<file path="src/rtl/pkt_rx_pkg.sv">
package pkt_rx_pkg;

  localparam logic [7:0]  SYNC_BYTE = 8'h5A;
  localparam logic [15:0] CRC_POLY  = 16'h8005;

  typedef enum logic [2:0] {
    S_HUNT, S_HDRA, S_HDRB, S_PAY, S_CRCH, S_CRCL, S_EMIT
  } rx_state_e;

  function automatic logic [15:0] crc16_step(input logic [15:0] c, input logic [7:0] b);
    logic [15:0] r;
    r = c;
    for (int i = 7; i >= 0; i--) begin
      if (r[15] ^ b[i]) r = {r[14:0], 1'b0} ^ CRC_POLY;
      else              r = {r[14:0], 1'b0};
    end
    return r;
  endfunction

endpackage

</file>
<file path="src/rtl/pkt_rx_ring.sv">
module pkt_rx_ring #(
  parameter int AW = 5
) (
  input  logic          clk,
  input  logic          rst,
  input  logic          wr_en,
  input  logic [7:0]    wr_data,
  input  logic [AW:0]   keep_ptr,
  input  logic [AW:0]   rd_addr,
  output logic [7:0]    rd_data,
  output logic [AW:0]   wr_ptr
);
  localparam int DEPTH = 1 << AW;

  logic [7:0]  mem [DEPTH];
  logic [AW:0] occ;
  logic        full;
  logic        do_wr;

  assign occ   = wr_ptr - keep_ptr;
  assign full  = occ[AW];
  assign do_wr = wr_en && !full;

  // storage without reset so that it maps to RAM
  always_ff @(posedge clk) begin
    if (do_wr) mem[wr_ptr[AW-1:0]] <= wr_data;
  end

  always_ff @(posedge clk) begin
    if (rst)        wr_ptr <= '0;
    else if (do_wr) wr_ptr <= wr_ptr + 1'b1;
  end

  assign rd_data = mem[rd_addr[AW-1:0]];

endmodule

</file>
<file path="src/rtl/pkt_rx_parse.sv">
module pkt_rx_parse
  import pkt_rx_pkg::*;
#(
  parameter int AW      = 5,
  parameter int GAP_MAX = 16
) (
  input  logic          clk,
  input  logic          rst,
  input  logic [3:0]    my_addr,
  input  logic [AW:0]   wr_ptr,
  input  logic [7:0]    rd_data,
  output logic [AW:0]   rd_addr,
  output logic [AW:0]   keep_ptr,
  output logic          crc_bad,
  output logic          o_valid,
  output logic          o_sop,
  output logic          o_eop,
  output logic [7:0]    o_data,
  output logic [3:0]    o_src,
  output logic [3:0]    o_fxn,
  output logic [3:0]    o_len,
  output logic          o_bcast
);
  localparam int GW = $clog2(GAP_MAX + 1);
  localparam logic [AW:0] PAY_OFS = (AW+1)'(3);

  rx_state_e   st;
  logic [AW:0] rd_ptr, sof_ptr, em_ptr;
  logic [3:0]  dst_q, src_q, fxn_q, len_q, cnt_q;
  logic [15:0] crc_q;
  logic [7:0]  crc_hi;
  logic [GW-1:0] gap_q;
  logic        avail;

  assign avail    = (rd_ptr != wr_ptr);
  assign rd_addr  = (st == S_EMIT) ? em_ptr : rd_ptr;
  assign keep_ptr = (st == S_HUNT) ? rd_ptr : sof_ptr;

  always_ff @(posedge clk) begin
    if (rst) begin
      st      <= S_HUNT;
      rd_ptr  <= '0;
      sof_ptr <= '0;
      em_ptr  <= '0;
      dst_q   <= '0;
      src_q   <= '0;
      fxn_q   <= '0;
      len_q   <= '0;
      cnt_q   <= '0;
      crc_q   <= '0;
      crc_hi  <= '0;
      gap_q   <= '0;
      crc_bad <= 1'b0;
      o_valid <= 1'b0;
      o_sop   <= 1'b0;
      o_eop   <= 1'b0;
      o_data  <= '0;
      o_src   <= '0;
      o_fxn   <= '0;
      o_len   <= '0;
      o_bcast <= 1'b0;
    end else begin
      crc_bad <= 1'b0;
      o_valid <= 1'b0;
      o_sop   <= 1'b0;
      o_eop   <= 1'b0;
      if (st == S_EMIT) begin
        // replay accepted payload from the ring
        o_valid <= 1'b1;
        o_data  <= rd_data;
        o_sop   <= (cnt_q == len_q);
        o_eop   <= (cnt_q == 4'd1);
        em_ptr  <= em_ptr + 1'b1;
        cnt_q   <= cnt_q - 1'b1;
        if (cnt_q == 4'd1) st <= S_HUNT;
      end else if (st != S_HUNT && !avail) begin
        // stalled mid-frame
        if (gap_q == GW'(GAP_MAX)) begin
          st     <= S_HUNT;
          rd_ptr <= wr_ptr;
          gap_q  <= '0;
        end else begin
          gap_q <= gap_q + 1'b1;
        end
      end else if (avail) begin
        gap_q  <= '0;
        rd_ptr <= rd_ptr + 1'b1;
        unique case (st)
          S_HUNT: begin
            if (rd_data == SYNC_BYTE) begin
              sof_ptr <= rd_ptr;
              crc_q   <= crc16_step(16'h0000, rd_data);
              st      <= S_HDRA;
            end
          end
          S_HDRA: begin
            if (rd_data[3:0] == 4'd0) begin
              rd_ptr <= sof_ptr + 1'b1;
              st     <= S_HUNT;
            end else begin
              dst_q <= rd_data[7:4];
              src_q <= rd_data[3:0];
              crc_q <= crc16_step(crc_q, rd_data);
              st    <= S_HDRB;
            end
          end
          S_HDRB: begin
            if (rd_data[3:0] == 4'd0) begin
              rd_ptr <= sof_ptr + 1'b1;
              st     <= S_HUNT;
            end else begin
              fxn_q <= rd_data[7:4];
              len_q <= rd_data[3:0];
              cnt_q <= rd_data[3:0];
              crc_q <= crc16_step(crc_q, rd_data);
              st    <= S_PAY;
            end
          end
          S_PAY: begin
            crc_q <= crc16_step(crc_q, rd_data);
            cnt_q <= cnt_q - 1'b1;
            if (cnt_q == 4'd1) st <= S_CRCH;
          end
          S_CRCH: begin
            crc_hi <= rd_data;
            st     <= S_CRCL;
          end
          S_CRCL: begin
            if ({crc_hi, rd_data} != crc_q) begin
              crc_bad <= 1'b1;
              rd_ptr  <= sof_ptr + 1'b1;
              st      <= S_HUNT;
            end else if (dst_q == 4'd0 || dst_q == my_addr) begin
              em_ptr  <= sof_ptr + PAY_OFS;
              cnt_q   <= len_q;
              o_src   <= src_q;
              o_fxn   <= fxn_q;
              o_len   <= len_q;
              o_bcast <= (dst_q == 4'd0);
              st      <= S_EMIT;
            end else begin
              st <= S_HUNT;
            end
          end
          default: st <= S_HUNT;
        endcase
      end
    end
  end

  // markers only on valid beats, bursts unbroken
  a_r2_marks: assert property (@(posedge clk) disable iff (rst)
    (o_sop || o_eop) |-> o_valid);
  a_r2_burst: assert property (@(posedge clk) disable iff (rst)
    (o_valid && !o_eop) |=> (o_valid && !o_sop));
  // delivered frames are for this node or general call
  a_r3_filter: assert property (@(posedge clk) disable iff (rst)
    o_valid |-> (o_bcast || dst_q == my_addr));
  // never deliver a zero source or zero length
  a_r6_hdr_ok: assert property (@(posedge clk) disable iff (rst)
    o_valid |-> (o_src != 4'd0 && o_len != 4'd0));

endmodule

</file>
<file path="src/rtl/pkt_rx_errcnt.sv">
module pkt_rx_errcnt #(
  parameter int W = 16
) (
  input  logic         clk,
  input  logic         rst,
  input  logic         clr,
  input  logic         inc,
  output logic [W-1:0] cnt
);
  always_ff @(posedge clk) begin
    if (rst || clr)              cnt <= '0;
    else if (inc && cnt != '1)   cnt <= cnt + 1'b1;
  end

  // stays at full scale
  a_r10_saturate: assert property (@(posedge clk) disable iff (rst)
    (cnt == '1 && !clr) |=> cnt == '1);
  // clear pulse zeroes
  a_r11_clear: assert property (@(posedge clk) disable iff (rst)
    clr |=> cnt == '0);
  // grows by at most one per cycle
  a_r5_step: assert property (@(posedge clk) disable iff (rst)
    !clr |=> (cnt == $past(cnt) || cnt == $past(cnt) + 1'b1));

endmodule

</file>
<file path="src/rtl/pkt_rx.sv">
module pkt_rx #(
  parameter int AW      = 5,
  parameter int GAP_MAX = 16,
  parameter int ERR_W   = 16
) (
  input  logic             clk,
  input  logic             rst,
  input  logic [3:0]       my_addr,
  input  logic             in_valid,
  input  logic [7:0]       in_byte,
  input  logic             err_clr,
  output logic             out_valid,
  output logic             out_sop,
  output logic             out_eop,
  output logic [7:0]       out_data,
  output logic [3:0]       out_src,
  output logic [3:0]       out_fxn,
  output logic [3:0]       out_len,
  output logic             out_bcast,
  output logic [ERR_W-1:0] err_count
);
  logic [AW:0] wr_ptr, rd_addr, keep_ptr;
  logic [7:0]  rd_data;
  logic        crc_bad;

  pkt_rx_ring #(.AW(AW)) u_ring (
    .clk(clk), .rst(rst), .wr_en(in_valid), .wr_data(in_byte),
    .keep_ptr(keep_ptr), .rd_addr(rd_addr), .rd_data(rd_data), .wr_ptr(wr_ptr)
  );

  pkt_rx_parse #(.AW(AW), .GAP_MAX(GAP_MAX)) u_parse (
    .clk(clk), .rst(rst), .my_addr(my_addr), .wr_ptr(wr_ptr), .rd_data(rd_data),
    .rd_addr(rd_addr), .keep_ptr(keep_ptr), .crc_bad(crc_bad),
    .o_valid(out_valid), .o_sop(out_sop), .o_eop(out_eop), .o_data(out_data),
    .o_src(out_src), .o_fxn(out_fxn), .o_len(out_len), .o_bcast(out_bcast)
  );

  pkt_rx_errcnt #(.W(ERR_W)) u_err (
    .clk(clk), .rst(rst), .clr(err_clr), .inc(crc_bad), .cnt(err_count)
  );

endmodule

</file>
<file path="config.mk">
export PLATFORM = sky130hd
export DESIGN_NAME = pkt_rx
export DESIGN_NICKNAME = d
export VERILOG_FILES = /design/src/rtl/pkt_rx_pkg.sv /design/src/rtl/pkt_rx_ring.sv /design/src/rtl/pkt_rx_parse.sv /design/src/rtl/pkt_rx_errcnt.sv /design/src/rtl/pkt_rx.sv
export SDC_FILE = /design/constraint.sdc
export NUM_CORES = 1
export LEC_CHECK = 0
export ABC_AREA = 1
export BUFFER_PORTS_ARGS = -buffer_cell sky130_fd_sc_hd__buf_4
export CORE_ASPECT_RATIO = 0.9
export CORE_MARGIN = 1
export CORE_UTILIZATION = 55
export CTS_BUF_LIST = sky130_fd_sc_hd__clkbuf_4 sky130_fd_sc_hd__clkbuf_8
export DETAILED_ROUTE_END_ITERATION = 8
export GPL_TIMING_DRIVEN = 0
export PLACE_DENSITY = 0.75
export SYNTH_ARGS = -nofsm -noshare
export SYNTH_HDL_FRONTEND = slang
export SYNTH_HIERARCHICAL = 1
export SYNTH_SLANG_ARGS = --single-unit
</file>
<file path="constraint.sdc">
create_clock -name clk -period 3.9 [get_ports clk]
set_clock_uncertainty 0.2 [all_clocks]
set_input_delay 0.195 -clock clk [delete_from_list [all_inputs] [get_ports clk]]
set_output_delay 0.195 -clock clk [all_outputs]
set_load 0.03 [all_outputs]
</file>
==> results.md <==
* Status: finished with violations
* Failing checks: negative setup slack
* CTS tree: built
* Starting density of the core at 55.94%
* Setup WS pre-CTS at -1.495 ns
* Hold WC Path Type: in -> reg
* Sw Ratio at 45.24%
* Leakage at 8.795 nW
* Seq pwr share at 23.4%
* P&R area growth vs syn at 31.45%
* Final hold vios at 0
* Placed cells at 2349
* Critical setup path kind: reg -> reg
* Hold path depth at 6
* Grt ovf at 0
* Slew margin rel. at 36.64%
* WP data arrival at 4.66 ns
* Share of cells above drive strength 1 at 27.54%
* DR WL/cell at 22.35 microns
* Clk_lat worst skew at 0.63 ns
* Synth Instances at 1884
* Tightest Pin Transition at 0.9441 ns
* Clk root buf: clkbuf_8
* Worst-path maximum fanout at 7
* Setup ws final at -0.4281 ns
* First-pass GRT wire length at 78.05 mm
* Cell area after synthesis at 17290 sq um
* R2R cell count at 26
* Final setup fails at 64
* H-tree lvl count at 2
* Initial antenna violation count at 0
* Final HPWL from detailed placement at 32.42 mm
* Worst Path Required at 4.23 ns
* Port-buffer cells at 55
* Worst r2r src: u_parse/st[1]$_SDFFE_PP0P_
* Hold path startpoint: my_addr[3]
* Via Count at 15860
* Hold Path Sink: u_parse/o_bcast$_SDFFE_PP0P_
* Vias/cell at 6.155
* Slew Limit Fails at 0
* Clk slew on worst S/H paths at 0.07 ns
* Clock sink total at 372
* CORE AREA at 30910 sq um
* Unrepaired setup endpoints after global routing: yes
* DRC at 0
* GRT Overall Usage at 31.75%
* CP endpoint kind: flop
* CTS Buffer Depth at 3
* Post-Syn Area per Cell at 9.177 sq um
* Net Sw Power at 9.162 mW
* Logic pwr share at 59.1%
* Ports at 56
* Worst R2R Setup Slack at -0.43 ns
* Drt total wl at 57.60 mm
* Die ar. at 32150 sq um
* Chip width at 188.9 microns
* Warnings, synthesis at 6
* Min cycle time layout at 4.328 ns
* Ant diodes at 0
* Peak VDD IR at 0.8727 mV
* Fmax at 231.0 MHz
* Nets at 2160
* TritonCTS buffer count at 57
* Final core utilization at 73.53%
* Largest net degree at the start of global routing at 33
* DR iter-0 viols at 2103
* Final period util at 111.0%
* Internal Power at 11.09 mW
* Critical path origin: u_parse/st[1]$_SDFFE_PP0P_
* Max-cap violations at 0
* Final non-filler cell total at 2577
* Hold slack at 0.1994 ns
* Cell Pwr Density at 891.1 nW/um^2
* Reg2reg end: u_parse/crc_q[9]$_SDFFE_PP0P_
* Post-route antenna net violation count at 0
* Syn nets at 1923
* # rows at 61
* Vias in the first global route at 14250
* Gpl congestion at 0.9406
* CP startpoint kind: flop
* Die height at 170.2 microns
* Power share of the clock group at 17.5%
* Pre-antenna DRT Iters at 8
==> registers in the layout, summed over array words and instances (netlist names), 3 cells and up <==
name / count
u_parse/dst_q: 4
u_parse/fxn_q: 4
u_parse/gap_q: 5
u_ring/mem: 256
u_parse/o_fxn: 4
u_parse/st: 3
u_parse/cnt_q: 4
u_parse/o_data: 8
u_parse/rd_ptr: 6
u_parse/crc_q: 16
u_parse/o_len: 4
u_parse/src_q: 4
u_err/cnt: 16
u_parse/crc_hi: 8
u_parse/o_src: 4
u_parse/em_ptr: 5
u_parse/sof_ptr: 6
u_parse/len_q: 4
u_ring/wr_ptr: 6
==> critical path, cell delays in order (launching register included) <==
cell	delay, ns
dfxtp_4	0.38
inv_6	0.04
nor3_4	0.18
inv_2	0.09
buf_8	0.14
a21oi_4	0.23
clkinv_4	0.19
buf_12	0.20
buf_8	0.14
nand2_1	0.06
nand3_1	0.12
nand3_2	0.15
nand2_1	0.09
nand2_2	0.08
nand2_1	0.08
o21a_4	0.24
clkinvlp_4	0.09
ha_2	0.17
nand4_1	0.24
inv_2	0.17
nor2_4	0.06
nor3_4	0.20
nand2_4	0.15
inv_6	0.11
buf_6	0.13
o211ai_1	0.12
a21oi_1	0.17
==> final cells by class <==
| class | count | area [sq um] |
|---|---|---|
| sequential | 372 | 10020 |
| multi-input combinational | 1303 | 7594 |
| inverter | 119 | 504.2 |
| tap | 409 | 511.7 |
| clock buffer | 73 | 929.6 |
| buffer | 85 | 832.0 |
| timing repair buffer | 183 | 2044 |
| fill | 1984 | 8183 |
| clock inverter | 33 | 296.5 |
==> placed cells by master, fill, tap and decap left out, drive strengths merged, types with 9 or more instances in the layout <==
cell type and n:
a21oi 93, buf 222, clkbuf 103, clkinv 33
dfxtp 116, dlygate4sd3 16, edfxtp 256, ha 23
inv 107, nand2 561, nand3 293, nand4 30
nor2 105, nor3 34, o21a 9, o21ai 73
xnor2 29, xor2 22
==> power groups by stage <==
stage               Combinational [mW]  Clock [mW]  Sequential (mW)
global placement                  7.19           0             4.77
detailed placement                7.36           0             4.78
finish                            12.0        3.55             4.74
floorplan                         5.29           0             4.72
CTS                               9.81        3.53             4.71
global route                      12.5        3.73             4.75
==> worst max-delay path by stage <==
stage | endpoint | slack (ns) | cells past startpoint
floorplan | u_parse/crc_q[15]$_SDFFE_PP0P_ | 0.008 | 25
global placement | u_parse/crc_q[9]$_SDFFE_PP0P_ | -1.45 | 27
detailed placement | u_parse/crc_q[9]$_SDFFE_PP0P_ | -1.50 | 27
CTS | u_ring/mem[13][3]$_DFFE_PP_ | -0.41 | 14
global route | u_parse/crc_q[9]$_SDFFE_PP0P_ | -0.47 | 26
finish | u_parse/crc_q[9]$_SDFFE_PP0P_ | -0.43 | 26
==> routing by layer <==
metal	GRT usage, %	wire length [microns]
met5	0	0
met3	6.290	7395
met1	44.49	21680
met2	48.74	25840
met4	12.31	2680
==> through the flow <==
step / TNS, ns / cell area (sq um) / total power, mW
2_1_floorplan: 0 / 17330 / 10.02
3_3_place_gp: -129.65 / 18250 / 11.96
3_5_place_dp: -142.01 / 18280 / 12.13
4_1_cts: -23.51 / 21300 / 18.05
5_1_grt: -20.02 / 22730 / 21.01
6_report: -14.20 / 22730 / 20.25
==> what timing repair did <==
action,CTS,global route
hold buffers,16,0
cloned,11,9
gates resized for setup,275,179
buffers inserted,51,43
setup endpoints to repair,257,326
pin swaps,41,74
hold endpoints to repair,278,0
Note: power is estimated with default switching activity, not from simulation.
